[config.mk]
export PLATFORM = sky130hd
export DESIGN_NAME = ccs16_port
export DESIGN_NICKNAME = d
export VERILOG_FILES = /design/src/rtl/ccs16_pkg.sv /design/src/rtl/ccs16_frame_ctr.sv /design/src/rtl/ccs16_tx_path.sv /design/src/rtl/ccs16_rx_path.sv /design/src/rtl/ccs16_port.sv
export SDC_FILE = /design/constraint.sdc
export NUM_CORES = 1
export LEC_CHECK = 0
export ABC_CLOCK_PERIOD_IN_PS = 2300
export CAP_MARGIN = 10
export CORE_AREA = 3 3 83 85
export CTS_BUF_LIST = sky130_fd_sc_hd__clkbuf_8
export DETAILED_ROUTE_END_ITERATION = 8
export DIE_AREA = 0 0 86 88
export GPL_ROUTABILITY_DRIVEN = 0
export PLACE_DENSITY_LB_ADDON = 0.05
export SETUP_SLACK_MARGIN = 0.15
export SLEW_MARGIN = 20
export SYNTH_ARGS = -nofsm -noshare
export SYNTH_HDL_FRONTEND = slang
export SYNTH_SLANG_ARGS = --single-unit
[constraint.sdc]
create_clock -name clk -period 2.3 [get_ports clk]
set_input_delay 0.46 -clock clk [delete_from_list [all_inputs] [get_ports clk]]
set_output_delay 0.46 -clock clk [all_outputs]
set_load 0.05 [all_outputs]
[src/rtl/ccs16_pkg.sv]
package ccs16_pkg;

  // Transmit-side mode latched at each frame boundary.
  typedef struct packed {
    logic ccs;      // common channel signalling on
    logic ser_src;  // timeslot 16 comes from the serial input
  } ccs16_mode_t;

endpackage

[src/rtl/ccs16_frame_ctr.sv]
module ccs16_frame_ctr #(
  parameter int unsigned LEN = 256,
  parameter int unsigned W   = $clog2(LEN)
) (
  input  logic         clk,
  input  logic         rst_n,
  input  logic         ce,
  input  logic         sync,
  output logic [W-1:0] pos,
  output logic         bound
);

  localparam logic [W-1:0] LAST = W'(LEN - 1);

  logic [W-1:0] pos_q;
  logic [W-1:0] pos_nxt;

  // A boundary is an enabled edge at the last position or on realign.
  always_comb begin
    bound   = ce && (sync || (pos_q == LAST));
    pos_nxt = pos_q;
    if (ce) begin
      if (bound) pos_nxt = '0;
      else       pos_nxt = pos_q + W'(1);
    end
  end

  always_ff @(posedge clk or negedge rst_n) begin
    if (!rst_n) pos_q <= '0;
    else        pos_q <= pos_nxt;
  end

  assign pos = pos_q;

endmodule

[src/rtl/ccs16_tx_path.sv]
module ccs16_tx_path
  import ccs16_pkg::*;
#(
  parameter  int unsigned TS_BITS  = 8,
  parameter  int unsigned FRAME_TS = 32,
  parameter  int unsigned TS_SEL   = 16,
  parameter  int unsigned OSR      = 2,
  localparam int unsigned TX_LEN   = TS_BITS * FRAME_TS * OSR,
  localparam int unsigned W        = $clog2(TX_LEN)
) (
  input  logic        clk,
  input  logic        rst_n,
  input  logic        ce,
  input  logic        sync,
  input  ccs16_mode_t mode_in,
  input  logic        main_in,
  input  logic        ser_in,
  output logic        line_out,
  output logic        ck64,
  output logic [W-1:0] pos,
  output ccs16_mode_t mode_q
);

  localparam int unsigned DIV      = TX_LEN / TS_BITS;
  localparam int unsigned DIV_W    = $clog2(DIV);
  localparam int unsigned OSR_W    = $clog2(OSR);
  localparam int unsigned BW       = $clog2(TS_BITS);
  localparam int unsigned SLOT_TK  = TS_BITS * OSR;
  localparam logic [W-1:0] SLOT_START = W'(TS_SEL * SLOT_TK);
  localparam logic [W-1:0] SLOT_SPAN  = W'(SLOT_TK);
  localparam logic [BW-1:0] TOP_IDX   = BW'(TS_BITS - 1);

  logic [W-1:0]       pos_w;
  logic               bound;
  logic [TS_BITS-1:0] shift_q, shift_nxt;
  logic [TS_BITS-1:0] hold_q, hold_nxt;
  ccs16_mode_t        mode_r, mode_nxt;
  logic               take;
  logic [W-1:0]       rel;
  logic               in_slot;
  logic [BW-1:0]      bidx;

  ccs16_frame_ctr #(.LEN(TX_LEN), .W(W)) ctr_i (
    .clk   (clk),
    .rst_n (rst_n),
    .ce    (ce),
    .sync  (sync),
    .pos   (pos_w),
    .bound (bound)
  );

  // Next state: sample at each 64 kHz rising edge, hand over at boundary.
  always_comb begin
    take      = ce && (pos_w[DIV_W-1:0] == '0);
    shift_nxt = shift_q;
    if (take) shift_nxt = {shift_q[TS_BITS-2:0], ser_in};
    hold_nxt  = bound ? shift_q : hold_q;
    mode_nxt  = bound ? mode_in : mode_r;
  end

  always_ff @(posedge clk or negedge rst_n) begin
    if (!rst_n) begin
      shift_q <= '1;
      hold_q  <= '1;
      mode_r  <= '0;
    end else begin
      shift_q <= shift_nxt;
      hold_q  <= hold_nxt;
      mode_r  <= mode_nxt;
    end
  end

  // Output selection inside the timeslot 16 window.
  always_comb begin
    rel      = pos_w - SLOT_START;
    in_slot  = (rel < SLOT_SPAN);
    bidx     = BW'(rel >> OSR_W);
    line_out = main_in;
    if (mode_r.ccs && mode_r.ser_src && in_slot)
      line_out = hold_q[TOP_IDX - bidx];
  end

  assign ck64   = ~pos_w[DIV_W-1];
  assign pos    = pos_w;
  assign mode_q = mode_r;

endmodule

[src/rtl/ccs16_rx_path.sv]
module ccs16_rx_path #(
  parameter  int unsigned TS_BITS  = 8,
  parameter  int unsigned FRAME_TS = 32,
  parameter  int unsigned TS_SEL   = 16,
  localparam int unsigned RX_LEN   = TS_BITS * FRAME_TS,
  localparam int unsigned W        = $clog2(RX_LEN)
) (
  input  logic         clk,
  input  logic         rst_n,
  input  logic         ce,
  input  logic         sync,
  input  logic         ccs_in,
  input  logic         line_in,
  output logic         ser_out,
  output logic         ck64,
  output logic [W-1:0] pos,
  output logic         ccs_q
);

  localparam int unsigned DIV   = RX_LEN / TS_BITS;
  localparam int unsigned DIV_W = $clog2(DIV);
  localparam int unsigned BW    = $clog2(TS_BITS);
  localparam logic [W-1:0]  CAP_START = W'(TS_SEL * TS_BITS);
  localparam logic [W-1:0]  CAP_SPAN  = W'(TS_BITS);
  localparam logic [BW-1:0] TOP_IDX   = BW'(TS_BITS - 1);

  logic [W-1:0]       pos_w;
  logic               bound;
  logic [TS_BITS-1:0] cap_q, cap_nxt;
  logic [TS_BITS-1:0] obuf_q, obuf_nxt;
  logic               ccs_r, ccs_nxt;
  logic [W-1:0]       rel;
  logic               take;
  logic [BW-1:0]      slot;

  ccs16_frame_ctr #(.LEN(RX_LEN), .W(W)) ctr_i (
    .clk   (clk),
    .rst_n (rst_n),
    .ce    (ce),
    .sync  (sync),
    .pos   (pos_w),
    .bound (bound)
  );

  always_comb begin
    rel     = pos_w - CAP_START;
    take    = ce && (rel < CAP_SPAN);
    cap_nxt = cap_q;
    if (take) cap_nxt = {cap_q[TS_BITS-2:0], line_in};
    obuf_nxt = bound ? cap_q  : obuf_q;
    ccs_nxt  = bound ? ccs_in : ccs_r;
  end

  always_ff @(posedge clk or negedge rst_n) begin
    if (!rst_n) begin
      cap_q  <= '1;
      obuf_q <= '1;
      ccs_r  <= 1'b0;
    end else begin
      cap_q  <= cap_nxt;
      obuf_q <= obuf_nxt;
      ccs_r  <= ccs_nxt;
    end
  end

  // One output bit per 64 kHz period, MSB in the first period.
  always_comb begin
    slot    = pos_w[W-1:DIV_W];
    ser_out = ccs_r ? obuf_q[TOP_IDX - slot] : 1'b1;
  end

  assign ck64  = ~pos_w[DIV_W-1];
  assign pos   = pos_w;
  assign ccs_q = ccs_r;

endmodule

[src/rtl/ccs16_port.sv]
module ccs16_port
  import ccs16_pkg::*;
#(
  parameter  int unsigned TS_BITS  = 8,
  parameter  int unsigned FRAME_TS = 32,
  parameter  int unsigned TS_SEL   = 16,
  parameter  int unsigned OSR      = 2,
  localparam int unsigned TX_LEN   = TS_BITS * FRAME_TS * OSR,
  localparam int unsigned RX_LEN   = TS_BITS * FRAME_TS,
  localparam int unsigned TX_W     = $clog2(TX_LEN),
  localparam int unsigned RX_W     = $clog2(RX_LEN),
  localparam int unsigned TX_DW    = $clog2(TX_LEN / TS_BITS),
  localparam int unsigned RX_DW    = $clog2(RX_LEN / TS_BITS)
) (
  input  logic clk,
  input  logic rst_n,
  input  logic ccs_en,
  input  logic ser_src_sel,
  input  logic sys_ce,
  input  logic tx_frame_sync,
  input  logic tx_main_in,
  input  logic tx_ser_in,
  output logic tx_line_out,
  output logic tx_ck64,
  input  logic rec_ce,
  input  logic rx_frame_sync,
  input  logic rx_line_in,
  output logic rx_ser_out,
  output logic rx_ck64
);

  logic [1:0]      rst_pipe;
  logic            rst_int_n;
  ccs16_mode_t     mode_in;
  ccs16_mode_t     tx_mode;
  logic [TX_W-1:0] tx_pos;
  logic [RX_W-1:0] rx_pos;
  logic            rx_ccs;

  // Asynchronous assertion, synchronous release.
  always_ff @(posedge clk or negedge rst_n) begin
    if (!rst_n) rst_pipe <= '0;
    else        rst_pipe <= {rst_pipe[0], 1'b1};
  end
  assign rst_int_n = rst_pipe[1];

  always_comb begin
    mode_in.ccs     = ccs_en;
    mode_in.ser_src = ser_src_sel;
  end

  ccs16_tx_path #(
    .TS_BITS (TS_BITS),
    .FRAME_TS(FRAME_TS),
    .TS_SEL  (TS_SEL),
    .OSR     (OSR)
  ) tx_i (
    .clk     (clk),
    .rst_n   (rst_int_n),
    .ce      (sys_ce),
    .sync    (tx_frame_sync),
    .mode_in (mode_in),
    .main_in (tx_main_in),
    .ser_in  (tx_ser_in),
    .line_out(tx_line_out),
    .ck64    (tx_ck64),
    .pos     (tx_pos),
    .mode_q  (tx_mode)
  );

  ccs16_rx_path #(
    .TS_BITS (TS_BITS),
    .FRAME_TS(FRAME_TS),
    .TS_SEL  (TS_SEL)
  ) rx_i (
    .clk    (clk),
    .rst_n  (rst_int_n),
    .ce     (rec_ce),
    .sync   (rx_frame_sync),
    .ccs_in (ccs_en),
    .line_in(rx_line_in),
    .ser_out(rx_ser_out),
    .ck64   (rx_ck64),
    .pos    (rx_pos),
    .ccs_q  (rx_ccs)
  );

endmodule

==> metrics.cfg <==
[power_and_ir_drop]
p_leak_nw = 1.14
peakVddDrop_mv = 0.525
cellPowerDensity_nw_per_um2 = 774

[synth]
synth_ff_type = dfstp_2
syn_avg_cell_area_um2 = 13.4
netlist_area_um2 = 2450
ys_warn_count = 0
synth.top_cell.area_share = 0.344
synth_simple_gate_area_frac = 0.0930
synthArstFlopShare = 1.00
synth_mux_area_frac = 0.214
synth_adder_area_share = 0.0204
synth_seq_cells = 54
synthCells = 183
synth_edf_count = 0
synth_top_family_by_area = multiplexers
synth_nets = 198
seq_area_frac_synth = 0.569
synth_top_cells_by_area = dfstp_2, dfrtp_1, mux2_2
synth_compound_area_frac = 0.0639
yosysTopAreaCell = dfstp_2
synthXorXnorAreaFrac = 0.0143
yosysUniqueCellTypes = 37

[worst_setup_path]
r2r_end = tx_i.mode_q[1]
arrival_ns = 1.90
reg2regPathDepth = 10
cp_max_fo = 3
critPathKind = reg2out
worstPathRequired_ns = 1.84
r2r_start = tx_i.ctr_i.pos[1]
r2r_slack_ns = 0.24
start_kind = register
critPathCaptureType = output pin

[routing]
wirelength_mm = 4.33
via_per_inst = 5.26
dr.pass1.iters = 4
vias = 1519
antenna_left = 0
drc_errors = 0
wire_per_inst_um = 15.0
drt_iter0_drc = 54

[clock_network]
clock_sinks = 54
cts_tree = yes
htreeDepth = 2
root_buffer = clkbuf_8
cts.clk_slew.worst_paths_ns = 0.10
cts_max_path_buffers = 2
numCtsBuffers = 5
insertion_delay_ns = 0.30

[final_layout]
final_nets = 226
final_cell_mix = mux2_2, dfstp_2, dfrtp_1, clkdlybuf4s50_1, buf_4
final_common_cell = mux2_2
stdcell_area_um2 = 2880
n_antenna_cell = 0
area_delta_synth_final_pct = 17.7
fin_util = 0.459
drive_above_1_share = 0.486

[timing]
max_freq_mhz = 424
whs_ns = 0.271
fin_skew_ns = 0.00717
period_needed_ns = 2.36
finalHoldViolations = 0
setup_ws_ns = -0.0598
fin_crit_sh = 1.03
setup_viol = 1
rsz0062_at_grt = yes
drv_slew = 0

[global_routing]
grt.total_usage = 0.127
antenna_found_initial = 0
grt_overflow_total = 0
grt_pass1_wl_mm = 7.60
first_global_vias = 1615
grt_max_degree = 53

[status]
status = complete, but fails checks
violations = negative setup slack

[floorplanning]
start_util = 0.390
design.core.area_um2 = 6280
ios = 15
die_w_um = 86
row_count = 29
die_h_um = 88
dieArea_um2 = 7570

[placement]
hpwl_mm = 3.04
place_area_um2 = 2710
port_buffers = 14

[run]
drv_cap = 0

[worst_hold_path]
hold_path_class = reg2async

## sequential cells by signal, indices dropped and copies added, names as in the netlist
| signal | flops |
|---|---|
| rx_i.obuf_q | 8 |
| tx_i.shift_q | 8 |
| tx_i.ctr_i.pos | 9 |
| rx_i.cap_q | 8 |
| rst_pipe | 2 |
| rx_i.ctr_i.pos | 8 |
| rx_i.ccs_q | 1 |
| tx_i.mode_q | 2 |
| tx_i.hold_q | 8 |
## layout make-up
class | instances | area, um2
Timing Repair Buffer | 26 | 251
Clock inverter | 2 | 15.0
Multi-Input combinational cell | 117 | 1010
Clock buffer | 6 | 82.6
Inverter | 7 | 26.3
Fill cell | 586 | 3400
Tap cell | 77 | 96.3
Sequential cell | 54 | 1400
## cell families (layout without fill, tap and decap cells)
| group | Yosys count | after routing |
|---|---|---|
| other cells | 1 | 1 |
| compound gates | 24 | 24 |
| mux | 42 | 42 |
| xor+xnor | 4 | 4 |
| flops | 54 | 54 |
| fa+ha+maj | 4 | 4 |
| simple gates | 42 | 42 |
| buf+inv | 12 | 41 |
## through the flow
| step | setup slack [ns] | TNS [ns] | instances | total power [mW] |
|---|---|---|---|---|
| final | -0.0598 | -0.0598 | 289 | 2.23 |
| after global routing | -0.156 | -0.156 | 289 | 2.38 |
| after CTS | -0.101 | -0.101 | 287 | 2.26 |
| after detailed placement | 0.123 | 0 | 276 | 1.67 |
| after global placement | 0.181 | 0 | 276 | 1.65 |
| after floorplan | 0.265 | 0 | 183 | 1.55 |
## worst max-delay path: stages (launching register included)
cell	delay [ns]
dfrtp_2	0.41
mux4_2	0.50
mux2_2	0.26
mux2_2	0.28
buf_8	0.15
## synth_stat cells, types with 2 or more instances
cell type  instances
buf_2              2
mux4_2             2
a32o_1             2
nor2b_1            2
nor2_1             8
mux2_2            37
o21ai_0            9
nand3_1            8
ha_1               4
a21oi_1            5
or3_1              4
xor2_1             3
dfrtp_1           22
mux4_1             2
o31ai_1            3
inv_1              7
nand4_1            7
nand2b_1           2
dfstp_2           32
nand2_1            5
## layer usage
metal | GRT usage | share of wire
met5 | 0 | 0
met4 | 0.0388 | 0.0095
met2 | 0.203 | 0.47
met3 | 0.0320 | 0.028
met1 | 0.169 | 0.49
## power breakdown
part / switching (mW) / total (mW) / internal (mW)
clock: 0.311 / 0.560 / 0.250
combinational: 0.134 / 0.356 / 0.222
sequential: 0.107 / 1.31 / 1.21
## worst max-delay path by stage
stage | startpoint | endpoint | slack (ns)
after floorplan | tx_i.ctr_i.pos[1] | tx_line_out | 0.27
after global placement | tx_i.ctr_i.pos[1] | tx_line_out | 0.18
after detailed placement | sys_ce | tx_i.shift_q[1] | 0.12
after CTS | tx_i.ctr_i.pos[1] | tx_line_out | -0.10
after global routing | tx_i.ctr_i.pos[1] | tx_line_out | -0.16
final | tx_i.ctr_i.pos[1] | tx_line_out | -0.06
## repair_timing
action / CTS / global route
hold endpoints to repair: 0 / 0
setup buffers: 3 / 2
resized for setup: 8 / 6
setup endpoints to repair: 3 / 14
pin swaps: 1 / 1
hold buffers: 0 / 0
(Power assumes the default switching activity.)
